[src/rtl/sr_pkg.sv]
`timescale 1ns/1ps
package sr_pkg;

   localparam int INSTR_W = 16;
   localparam int LINK_W  = 3;
   localparam int MODE_W  = 3;

   localparam logic [6:0]  CALL_OPC = 7'b0000100;
   localparam logic [12:0] RET_OPC  = 13'b0000000010000;

   typedef enum logic [2:0] {
      ST_IDLE,
      ST_PUSH,
      ST_LINK,
      ST_JUMP,
      ST_PCLD,
      ST_POP,
      ST_RELINK,
      ST_DONE
   } seq_st_t;

   function automatic logic f_is_call(input logic [INSTR_W-1:0] w);
      return w[15:9] == CALL_OPC;
   endfunction

   function automatic logic f_is_ret(input logic [INSTR_W-1:0] w);
      return w[15:3] == RET_OPC;
   endfunction

   function automatic logic [MODE_W-1:0] f_mode(input logic [INSTR_W-1:0] w);
      return w[5:3];
   endfunction

endpackage

[src/rtl/sr_decode.sv]
`timescale 1ns/1ps
module sr_decode
   import sr_pkg::*;
(
   input  logic [INSTR_W-1:0] instr,
   output logic               is_call,
   output logic               is_ret,
   output logic               call_bad,
   output logic [LINK_W-1:0]  link_sel
);

   logic call_hit;
   logic ret_hit;

   always_comb begin
      call_hit = f_is_call(instr);
      ret_hit  = f_is_ret(instr);
      is_call  = call_hit;
      is_ret   = ret_hit & ~call_hit;
      // register-mode destination has no address to jump to
      call_bad = call_hit & (f_mode(instr) == '0);
      if (call_hit) begin
         link_sel = instr[8:6];
      end else begin
         link_sel = instr[2:0];
      end
   end

endmodule

[src/rtl/sr_regfile.sv]
`timescale 1ns/1ps
module sr_regfile #(
   parameter int DW        = 16,
   parameter int NREG      = 8,
   parameter int NRD       = 4,
   parameter bit CLEAR_RST = 1'b1,
   localparam int AW       = $clog2(NREG)
) (
   input  logic                  clk,
   input  logic                  rst_n,
   input  logic                  a_we,
   input  logic [AW-1:0]         a_addr,
   input  logic [DW-1:0]         a_data,
   input  logic                  b_we,
   input  logic [AW-1:0]         b_addr,
   input  logic [DW-1:0]         b_data,
   input  logic [NRD-1:0][AW-1:0] rsel,
   output logic [NRD-1:0][DW-1:0] rdata
);

   if (NRD < 1) begin : g_bad_nrd
      $error("sr_regfile: NRD must be at least 1");
   end

   logic [NREG-1:0][DW-1:0] regs;
   logic                    w_en;
   logic [AW-1:0]           w_addr;
   logic [DW-1:0]           w_data;

   // port A (sequencer) has priority over port B (external)
   always_comb begin
      w_en   = a_we | b_we;
      w_addr = a_we ? a_addr : b_addr;
      w_data = a_we ? a_data : b_data;
   end

   for (genvar g = 0; g < NREG; g++) begin : g_reg
      if (CLEAR_RST) begin : g_clr
         always_ff @(posedge clk) begin
            if (!rst_n) begin
               regs[g] <= '0;
            end else if (w_en && (w_addr == AW'(g))) begin
               regs[g] <= w_data;
            end
         end
      end else begin : g_noclr
         always_ff @(posedge clk) begin
            if (w_en && (w_addr == AW'(g))) begin
               regs[g] <= w_data;
            end
         end
      end
   end

   for (genvar p = 0; p < NRD; p++) begin : g_rd
      assign rdata[p] = regs[rsel[p]];
   end

endmodule

[src/rtl/sr_seq.sv]
`timescale 1ns/1ps
module sr_seq
   import sr_pkg::*;
#(
   parameter int DW     = 16,
   parameter int AW     = 3,
   parameter int PC_IDX = 7,
   parameter int SP_IDX = 6,
   parameter int STEP   = 2
) (
   input  logic          clk,
   input  logic          rst_n,
   input  logic          start,
   input  logic          is_call,
   input  logic          is_ret,
   input  logic          call_bad,
   input  logic [AW-1:0] link_sel,
   input  logic [DW-1:0] dest_addr,
   input  logic [DW-1:0] link_val,
   input  logic [DW-1:0] sp_val,
   input  logic [DW-1:0] pc_val,
   input  logic [DW-1:0] mem_rdata,
   output logic [AW-1:0] link_q,
   output logic          reg_we,
   output logic [AW-1:0] reg_waddr,
   output logic [DW-1:0] reg_wdata,
   output logic          mem_re,
   output logic          mem_we,
   output logic [DW-1:0] mem_addr,
   output logic [DW-1:0] mem_wdata,
   output logic          busy,
   output logic          done,
   output logic          trap
);

   localparam logic [AW-1:0] PC_A   = AW'(PC_IDX);
   localparam logic [AW-1:0] SP_A   = AW'(SP_IDX);
   localparam logic [DW-1:0] STEP_V = DW'(STEP);

   seq_st_t       st, st_nx;
   logic [DW-1:0] dest_q;
   logic [DW-1:0] tmp_q;
   logic          trap_q;
   logic          accept;
   logic [DW-1:0] sp_dec;
   logic [DW-1:0] sp_inc;

   assign accept = (st == ST_IDLE) && start;
   assign sp_dec = sp_val - STEP_V;
   assign sp_inc = sp_val + STEP_V;

   always_comb begin
      st_nx     = st;
      reg_we    = 1'b0;
      reg_waddr = PC_A;
      reg_wdata = '0;
      mem_re    = 1'b0;
      mem_we    = 1'b0;
      mem_addr  = '0;
      mem_wdata = '0;
      unique case (st)
         ST_IDLE: begin
            if (start) begin
               if (is_call && !call_bad) begin
                  st_nx = ST_PUSH;
               end else if (is_ret) begin
                  st_nx = ST_PCLD;
               end
            end
         end
         ST_PUSH: begin
            reg_we    = 1'b1;
            reg_waddr = SP_A;
            reg_wdata = sp_dec;
            mem_we    = 1'b1;
            mem_addr  = sp_dec;
            mem_wdata = link_val;
            st_nx     = ST_LINK;
         end
         ST_LINK: begin
            reg_we    = 1'b1;
            reg_waddr = link_q;
            reg_wdata = pc_val;
            st_nx     = ST_JUMP;
         end
         ST_JUMP: begin
            reg_we    = 1'b1;
            reg_waddr = PC_A;
            reg_wdata = dest_q;
            st_nx     = ST_DONE;
         end
         ST_PCLD: begin
            reg_we    = 1'b1;
            reg_waddr = PC_A;
            reg_wdata = link_val;
            mem_re    = 1'b1;
            mem_addr  = sp_val;
            st_nx     = ST_POP;
         end
         ST_POP: begin
            reg_we    = 1'b1;
            reg_waddr = SP_A;
            reg_wdata = sp_inc;
            st_nx     = ST_RELINK;
         end
         ST_RELINK: begin
            reg_we    = 1'b1;
            reg_waddr = link_q;
            reg_wdata = tmp_q;
            st_nx     = ST_DONE;
         end
         ST_DONE: begin
            st_nx = ST_IDLE;
         end
         default: begin
            st_nx = ST_IDLE;
         end
      endcase
   end

   always_ff @(posedge clk) begin
      if (!rst_n) begin
         st     <= ST_IDLE;
         link_q <= '0;
         dest_q <= '0;
         tmp_q  <= '0;
         trap_q <= 1'b0;
      end else begin
         st     <= st_nx;
         trap_q <= accept && is_call && call_bad;
         if (accept) begin
            link_q <= link_sel;
            dest_q <= dest_addr;
         end
         if (st == ST_POP) begin
            tmp_q <= mem_rdata;
         end
      end
   end

   assign busy = (st != ST_IDLE) && (st != ST_DONE);
   assign done = (st == ST_DONE);
   assign trap = trap_q;

   AST_SP_PREDEC: assert property (@(posedge clk) disable iff (!rst_n)
      (st == ST_PUSH) |=> (sp_val == $past(sp_val) - STEP_V));
   AST_LINK_SAVE: assert property (@(posedge clk) disable iff (!rst_n)
      (st == ST_LINK) |=> (link_val == $past(pc_val)));
   AST_JUMP_DEST: assert property (@(posedge clk) disable iff (!rst_n)
      (st == ST_JUMP) |=> (pc_val == $past(dest_q)));
   AST_SP_POSTINC: assert property (@(posedge clk) disable iff (!rst_n)
      (st == ST_POP) |=> (sp_val == $past(sp_val) + STEP_V));
   AST_TRAP_QUIET: assert property (@(posedge clk) disable iff (!rst_n)
      trap |-> (!busy && !mem_we && !reg_we));
   AST_TRAP_PULSE: assert property (@(posedge clk) disable iff (!rst_n)
      trap |=> !trap);
   AST_DONE_PULSE: assert property (@(posedge clk) disable iff (!rst_n)
      done |=> !done);
   AST_DONE_AFTER_BUSY: assert property (@(posedge clk) disable iff (!rst_n)
      $rose(done) |-> $past(busy));

endmodule

[src/rtl/subr_link_seq.sv]
`timescale 1ns/1ps
module subr_link_seq
   import sr_pkg::*;
#(
   parameter int DW        = 16,
   parameter int NREG      = 8,
   parameter int PC_IDX    = 7,
   parameter int SP_IDX    = 6,
   parameter int STEP      = 2,
   parameter bit CLEAR_RST = 1'b1,
   localparam int AW       = $clog2(NREG)
) (
   input  logic                clk,
   input  logic                rst_n,
   input  logic                start,
   input  logic [INSTR_W-1:0]  instr,
   input  logic [DW-1:0]       dest_addr,
   input  logic                ext_we,
   input  logic [AW-1:0]       ext_waddr,
   input  logic [DW-1:0]       ext_wdata,
   input  logic [AW-1:0]       rd_sel,
   output logic [DW-1:0]       rd_data,
   output logic                mem_re,
   output logic                mem_we,
   output logic [DW-1:0]       mem_addr,
   output logic [DW-1:0]       mem_wdata,
   input  logic [DW-1:0]       mem_rdata,
   output logic                reg_we,
   output logic [AW-1:0]       reg_waddr,
   output logic [DW-1:0]       reg_wdata,
   output logic                busy,
   output logic                done,
   output logic                trap
);

   localparam int NRD   = 4;
   localparam int RP_EXT = 0;
   localparam int RP_LNK = 1;
   localparam int RP_SP  = 2;
   localparam int RP_PC  = 3;

   if (NREG != (1 << LINK_W)) begin : g_bad_nreg
      $error("subr_link_seq: NREG must match the 3-bit register field");
   end
   if (DW < 8) begin : g_bad_dw
      $error("subr_link_seq: DW must be at least 8");
   end
   if (PC_IDX >= NREG || SP_IDX >= NREG || PC_IDX == SP_IDX) begin : g_bad_idx
      $error("subr_link_seq: PC and SP indices must be distinct and in range");
   end
   if (STEP < 1) begin : g_bad_step
      $error("subr_link_seq: STEP must be positive");
   end

   logic                    is_call;
   logic                    is_ret;
   logic                    call_bad;
   logic [LINK_W-1:0]       link_sel;
   logic [AW-1:0]           link_q;
   logic [NRD-1:0][AW-1:0]  rsel;
   logic [NRD-1:0][DW-1:0]  rdata;

   sr_decode u_dec (
      .instr    (instr),
      .is_call  (is_call),
      .is_ret   (is_ret),
      .call_bad (call_bad),
      .link_sel (link_sel)
   );

   always_comb begin
      rsel[RP_EXT] = rd_sel;
      rsel[RP_LNK] = link_q;
      rsel[RP_SP]  = AW'(SP_IDX);
      rsel[RP_PC]  = AW'(PC_IDX);
   end

   sr_regfile #(
      .DW        (DW),
      .NREG      (NREG),
      .NRD       (NRD),
      .CLEAR_RST (CLEAR_RST)
   ) u_rf (
      .clk    (clk),
      .rst_n  (rst_n),
      .a_we   (reg_we),
      .a_addr (reg_waddr),
      .a_data (reg_wdata),
      .b_we   (ext_we),
      .b_addr (ext_waddr),
      .b_data (ext_wdata),
      .rsel   (rsel),
      .rdata  (rdata)
   );

   sr_seq #(
      .DW     (DW),
      .AW     (AW),
      .PC_IDX (PC_IDX),
      .SP_IDX (SP_IDX),
      .STEP   (STEP)
   ) u_seq (
      .clk       (clk),
      .rst_n     (rst_n),
      .start     (start),
      .is_call   (is_call),
      .is_ret    (is_ret),
      .call_bad  (call_bad),
      .link_sel  (AW'(link_sel)),
      .dest_addr (dest_addr),
      .link_val  (rdata[RP_LNK]),
      .sp_val    (rdata[RP_SP]),
      .pc_val    (rdata[RP_PC]),
      .mem_rdata (mem_rdata),
      .link_q    (link_q),
      .reg_we    (reg_we),
      .reg_waddr (reg_waddr),
      .reg_wdata (reg_wdata),
      .mem_re    (mem_re),
      .mem_we    (mem_we),
      .mem_addr  (mem_addr),
      .mem_wdata (mem_wdata),
      .busy      (busy),
      .done      (done),
      .trap      (trap)
   );

   assign rd_data = rdata[RP_EXT];

endmodule

[config.mk]
export PLATFORM = sky130hd
export DESIGN_NAME = subr_link_seq
export DESIGN_NICKNAME = d
export VERILOG_FILES = /design/src/rtl/sr_pkg.sv /design/src/rtl/sr_decode.sv /design/src/rtl/sr_regfile.sv /design/src/rtl/sr_seq.sv /design/src/rtl/subr_link_seq.sv
export SDC_FILE = /design/constraint.sdc
export NUM_CORES = 1
export LEC_CHECK = 0
export BUFFER_PORTS_ARGS = -buffer_cell sky130_fd_sc_hd__buf_2
export CORE_MARGIN = 2
export CORE_UTILIZATION = 58
export CTS_CLUSTER_SIZE = 8
export DETAILED_ROUTE_END_ITERATION = 10
export PLACE_DENSITY_LB_ADDON = 0.3
export SYNTH_ARGS = -nofsm -noshare
export SYNTH_HDL_FRONTEND = slang
export SYNTH_SLANG_ARGS = --single-unit
[constraint.sdc]
create_clock -name clk -period 5 [get_ports clk]
set_clock_uncertainty 0.05 [all_clocks]
set_input_delay 1.5 -clock clk [delete_from_list [all_inputs] [get_ports clk]]
set_output_delay 1.5 -clock clk [all_outputs]
set_load 0.02 [all_outputs]
# Word-level counts from Yosys, hierarchy flattened
# Cells that the tools add are included.
[classes]
n_addsub = 2
n_lt_le_gt_ge = 2
eq_ne = 19
n_mux = 18
n_bitwise = 4
n_reduce_logical = 23
[ops]
columns = ["cell", "n"]
rows = [
  ["$bmux W16 S3", 2],
  ["$pmux W16 S6", 1],
  ["$mux W16", 4],
  ["$pmux W16 S2", 1],
  ["$eq A3 B3 Y1 const B", 8],
  ["$pmux W3 S7", 1],
  ["$add A16 B2 Y16 const B", 1],
  ["$sub A16 B2 Y16 const B", 1],
  ["$mux W3", 5],
  ["$eq A13 B5 Y1 const B", 1],
  ["$logic_and A1 B1 Y1", 13],
  ["$eq A3 B2 Y1 const B", 4],
  ["$logic_not A3 Y1", 3],
  ["$lt A3 B4 Y1 const B", 2],
  ["$eq A7 B3 Y1 const B", 1],
  ["$eq A3 B1 Y1 const B", 2],
  ["$ne A3 B3 Y1 const B", 2],
  ["$pmux W3 S2", 1],
  ["$reduce_or A2 Y1", 3],
  ["$reduce_or A6 Y1", 1],
  ["$mux W1", 3],
  ["$reduce_bool A3 Y1", 1],
  ["$and A1 B1 Y1", 2],
  ["$ne A2 B2 Y1 const B", 1],
  ["other kinds (4)", 4],
]
[word_totals]
register_bits = 167
in_bits = 74

# Depth between registers and ports, before layout
[logic_depth]
ltp_word = 7
depth_mapped = 9
ltp_nobuf = 7

# Hierarchy
# Synthesis repeated with hierarchy kept, for this count alone.
[unflattened]
cells_unflattened = 1164
area_unflattened_um2 = 12196.7
[by_module_without_submodules]
columns = ["module", "n_inst", "cells_each", "area_per_inst_um2"]
rows = [
  ["sr_regfile", 1, 696, 8904.8],
  ["sr_seq", 1, 453, 3189.3],
  ["sr_decode", 1, 13, 95.1],
  ["subr_link_seq", 1, 2, 7.5],
]

# Worst setup path before layout
# Ideal clock, no wire load.
[synth_timing]
path_type = "input -> output"
start = "in rd_sel[0]"
end = "out rd_data[6]"
arrival_time_ns = 3.224
slack_ns = 0.226
cell_stages = 5
n_path_buf = 3
path_cell_list = "clkbuf_1 -> buf_1 -> mux4_2 -> mux2_2 -> buf_4"
[synth_lines]
columns = ["element", "line", "text"]
rows = [
  ["start, declared", "subr_link_seq.sv:21", "input logic [AW-1:0] rd_sel,"],
  ["end, declared", "subr_link_seq.sv:22", "output logic [DW-1:0] rd_data,"],
]

# Worst setup path after layout
[layout_timing]
start = "reg u_rf.regs[101] (netlist name)"
end = "out reg_wdata[14]"
[layout_via]
elab_chain_cells = 2
elab_cells_between_ends = 3
cone_classes = "add/sub (2); mux (1)"
[layout_rtl]
columns = ["element", "line", "text"]
rows = [
  ["start, declared", "sr_regfile.sv:25", "logic [NREG-1:0][DW-1:0] regs;"],
  ["start signal, assigned by index", "sr_regfile.sv:43", "regs[g] <= w_data;"],
  ["$add A16 B2 Y16 or $sub A16 B2 Y16 (tied branches)", "sr_seq.sv:50, sr_seq.sv:49", ""],
  ["$pmux W16 S6 (*)", "sr_seq.sv:61", "unique case (st)"],
  ["end, declared", "subr_link_seq.sv:30", "output logic [DW-1:0] reg_wdata,"],
]
# Mark *: on every way between the ends. The rest lies on a longest branch, timed or not.

==> metrics.csv <==
metric,value,unit
outcome,"finished, final reports clean",
crit path DAT,3.06,ns
Synth Flop Type,dfxtp_1,
Setup CP Type,register to primary output,
initial antenna violation count,0,
Post-CTS Setup Inserts,0,
placed cell area,0.0108,sq mm
Hold Crit Class,register to register,
"Hold Vio Cnt, Final",0,
Netlist cell types,71,
Final Max Tran Viols,0,
worst-margin pin slew,1.23,ns
clk sink count,167,
Core Rows,48,
unrepaired setup endpoints after global routing,no,
H-tree lvl count,4,
Synth Instances,1110,
Clock Latency Late Sink,0.44,ns
setup slack at placement,0.436,ns
slowest CP cell,or4_4,
CP max FO,17,
DR WL/cell,23.6,microns
PortBufs,146,
Final nets,1254,
crit-path cells,or4_4 > or4_1 > mux2i_1 > or4_1 > buf_2,
synthesized flop and latch total,167,
Antenna Cells,0,
fin util,66.7,%
kind of end point of the critical path,primary output,
WHS,0.407,ns
first-pass GRT wire length,51.2,mm
share of async-settable or async-resettable flops after synthesis,0,%
Tmin final,4.61,ns
# IOs,147,
root buf cell,clkbuf_16,
Netlist Area Pre-Place,0.0101,sq mm
setup TNS,0,ns
fmax,217,MHz
design area,0.0114,sq mm
GRT Residual Overflow,0,
WP data required,3.45,ns
Die Area,0.0184,sq mm
Iter 0 DRT Violations,917,
WL final,33.5,mm
Mapped Nets,1186,
Clock transition at path regs,0.06,ns
Layout area overhead,13.5,%
Final WS setup,0.389,ns
post-synthesis sequential area ratio,33.2,%
final setup vio count,0,
number of buffers created by CTS,17,
die width,136,microns
share of layout cells above drive strength 1,27.3,%
post-route ant nets,0,
largest net degree at the start of global routing,61,
initial core utilization,58.8,%
# DRC,0,
clk buf depth,2,
fill count,1451,
routability congestion estimate,0.915,
GRT Total Usage,36.2,%
Max transition margin,17.3,%
Core ar.,0.0171,sq mm
Syn Area/Cell,9.06,sq um
number of hold buffers added after cts,0,
number of global-route vias before repair,9385,
first drt pass iteration count,6,
register area,0.00334,sq mm
total number of vias,9871,
startpoint types,register,
P_leak,0.00417,uW
max incr delay on CP,0.69,ns
Post-synth EDFFs,0,
placed wire-length estimate,22.1,mm
multi-input logic area,0.00606,sq mm
die height,136,microns
Max VDD drop,0.251,mV
fin crit share,92.2,%
"most used cell, CP",or4_1,
TritonCTS clock tree,built,
Yosys Warn Count,0,
Post-CTS Resized,0,
routed vias/inst,6.97,
Max-Cap Viols,0,
PD cells,282,mW/mm^2
-- critical path: cells and delay by family, from the launching register on --
family | cells | cell delay, ns
simple gates | 3 | 1.80
buf+inv | 1 | 0.17
mux | 1 | 0.18
flops | 1 | 0.48
-- area by class of cell --
class | instances | area share, %
multi-input cells | 792 | 53.1
flip-flops and latches | 167 | 29.3
repair buffers | 185 | 9.40
clock buffers | 17 | 3.73
well taps | 225 | 2.47
clock inverters | 15 | 1.49
inverters | 15 | 0.515
-- metrics by stage --
step / std cells / total power (uW)
2_1_floorplan: 1110 / 1760
3_3_place_gp: 1384 / 1890
3_5_place_dp: 1384 / 1900
4_1_cts: 1416 / 3210
5_1_grt: 1416 / 3310
6_report: 1416 / 3220
-- synth_stat cells (all sizes together) (5+ instances only) --
cell	number	share of area, %
a21oi	181	9.0
dfxtp	167	33
a211oi	114	8.7
nand2	94	3.5
clkbuf	86	3.2
mux4	63	14
buf	50	3.0
nor2	50	1.9
o21ai	40	2.0
mux2i	39	3.9
mux2	18	2.0
inv	14	0.52
nor3	14	0.81
or3	11	0.68
nand3	10	0.50
o221ai	10	0.87
a311oi	9	0.78
nor2b	9	0.56
nand2b	8	0.50
or4	8	0.67
nor4	7	0.50
o2bb2ai	7	0.61
nand4	6	0.37
a2bb2oi	5	0.44
and2	5	0.31
o22ai	5	0.31
-- path summary, 6_finish.rpt --
| path | start | to | slack (ns) | depth (start not counted) |
|---|---|---|---|---|
| worst max register to register | u_seq.st[1]$_SDFFE_PN0P_ | u_rf.regs[54]$_SDFFE_PN0P_ | 1.69 | 7 |
| worst min-delay path | u_seq.tmp_q[6]$_SDFFE_PN0P_ | u_seq.tmp_q[6]$_SDFFE_PN0P_ | 0.41 | 2 |
| worst max-delay path | u_rf.regs[101]$_SDFFE_PN0P_ | reg_wdata[14] | 0.39 | 5 |
| worst min register to register | u_seq.tmp_q[6]$_SDFFE_PN0P_ | u_seq.tmp_q[6]$_SDFFE_PN0P_ | 0.41 | 2 |
-- power by group --
part           switching (uW)  leakage, uW  internal, uW
clock network             591     0.000286           747
logic                     269      0.00252           185
registers                54.3      0.00136          1380
total                     914      0.00417          2310
-- kinds of logic (layout without fill, tap and decap cells) --
group	after synthesis	count (layout)	synth area share, %
xor gates and xnor gates	8	8	0.696
DFF	167	167	33.2
buffers and inverters	151	232	6.80
and+or+nand+nor	246	246	12.1
adders and majority gates	2	2	0.249
AOI/OAI and AO/OA	416	416	26.9
muxes	120	120	20.0
-- metal layers --
layer	part of all wire, %	vias up	global-route usage, %
met1	38	4792	44.7
li1	-	4363	-
met3	8.2	119	6.40
met5	0	-	0
met4	5.4	0	20.7
met2	48	597	59.9
-- sequential cells by signal (all words and copies together), names as in the netlist --
| signal | cells |
|---|---|
| u_seq.tmp_q | 16 |
| u_seq.dest_q | 16 |
| u_seq.trap | 1 |
| u_seq.link_q | 3 |
| u_seq.st | 3 |
| u_rf.regs | 128 |
-- cell usage in the layout, fill, tap and decap left out, drive strengths merged, types with 5 or more instances in the layout --
cell     Yosys  routed
and2         5       5
buf         50     185
nand2       94      94
dfxtp      167     167
o21ai       40      40
mux2        18      18
a211oi     114     114
mux4        63      63
o2bb2ai      7       7
a311oi       9       9
a21oi      181     181
o22ai        5       5
or3         11      11
or4          8       8
nor4         7       7
nand2b       8       8
mux2i       39      39
nor3        14      14
o221ai      10      10
nand3       10      10
a2bb2oi      5       5
nand4        6       6
clkinv       1       8
nor2        50      50
clkbuf      86      17
nor2b        9       9
inv         14      18
(Power assumes the default switching activity.)
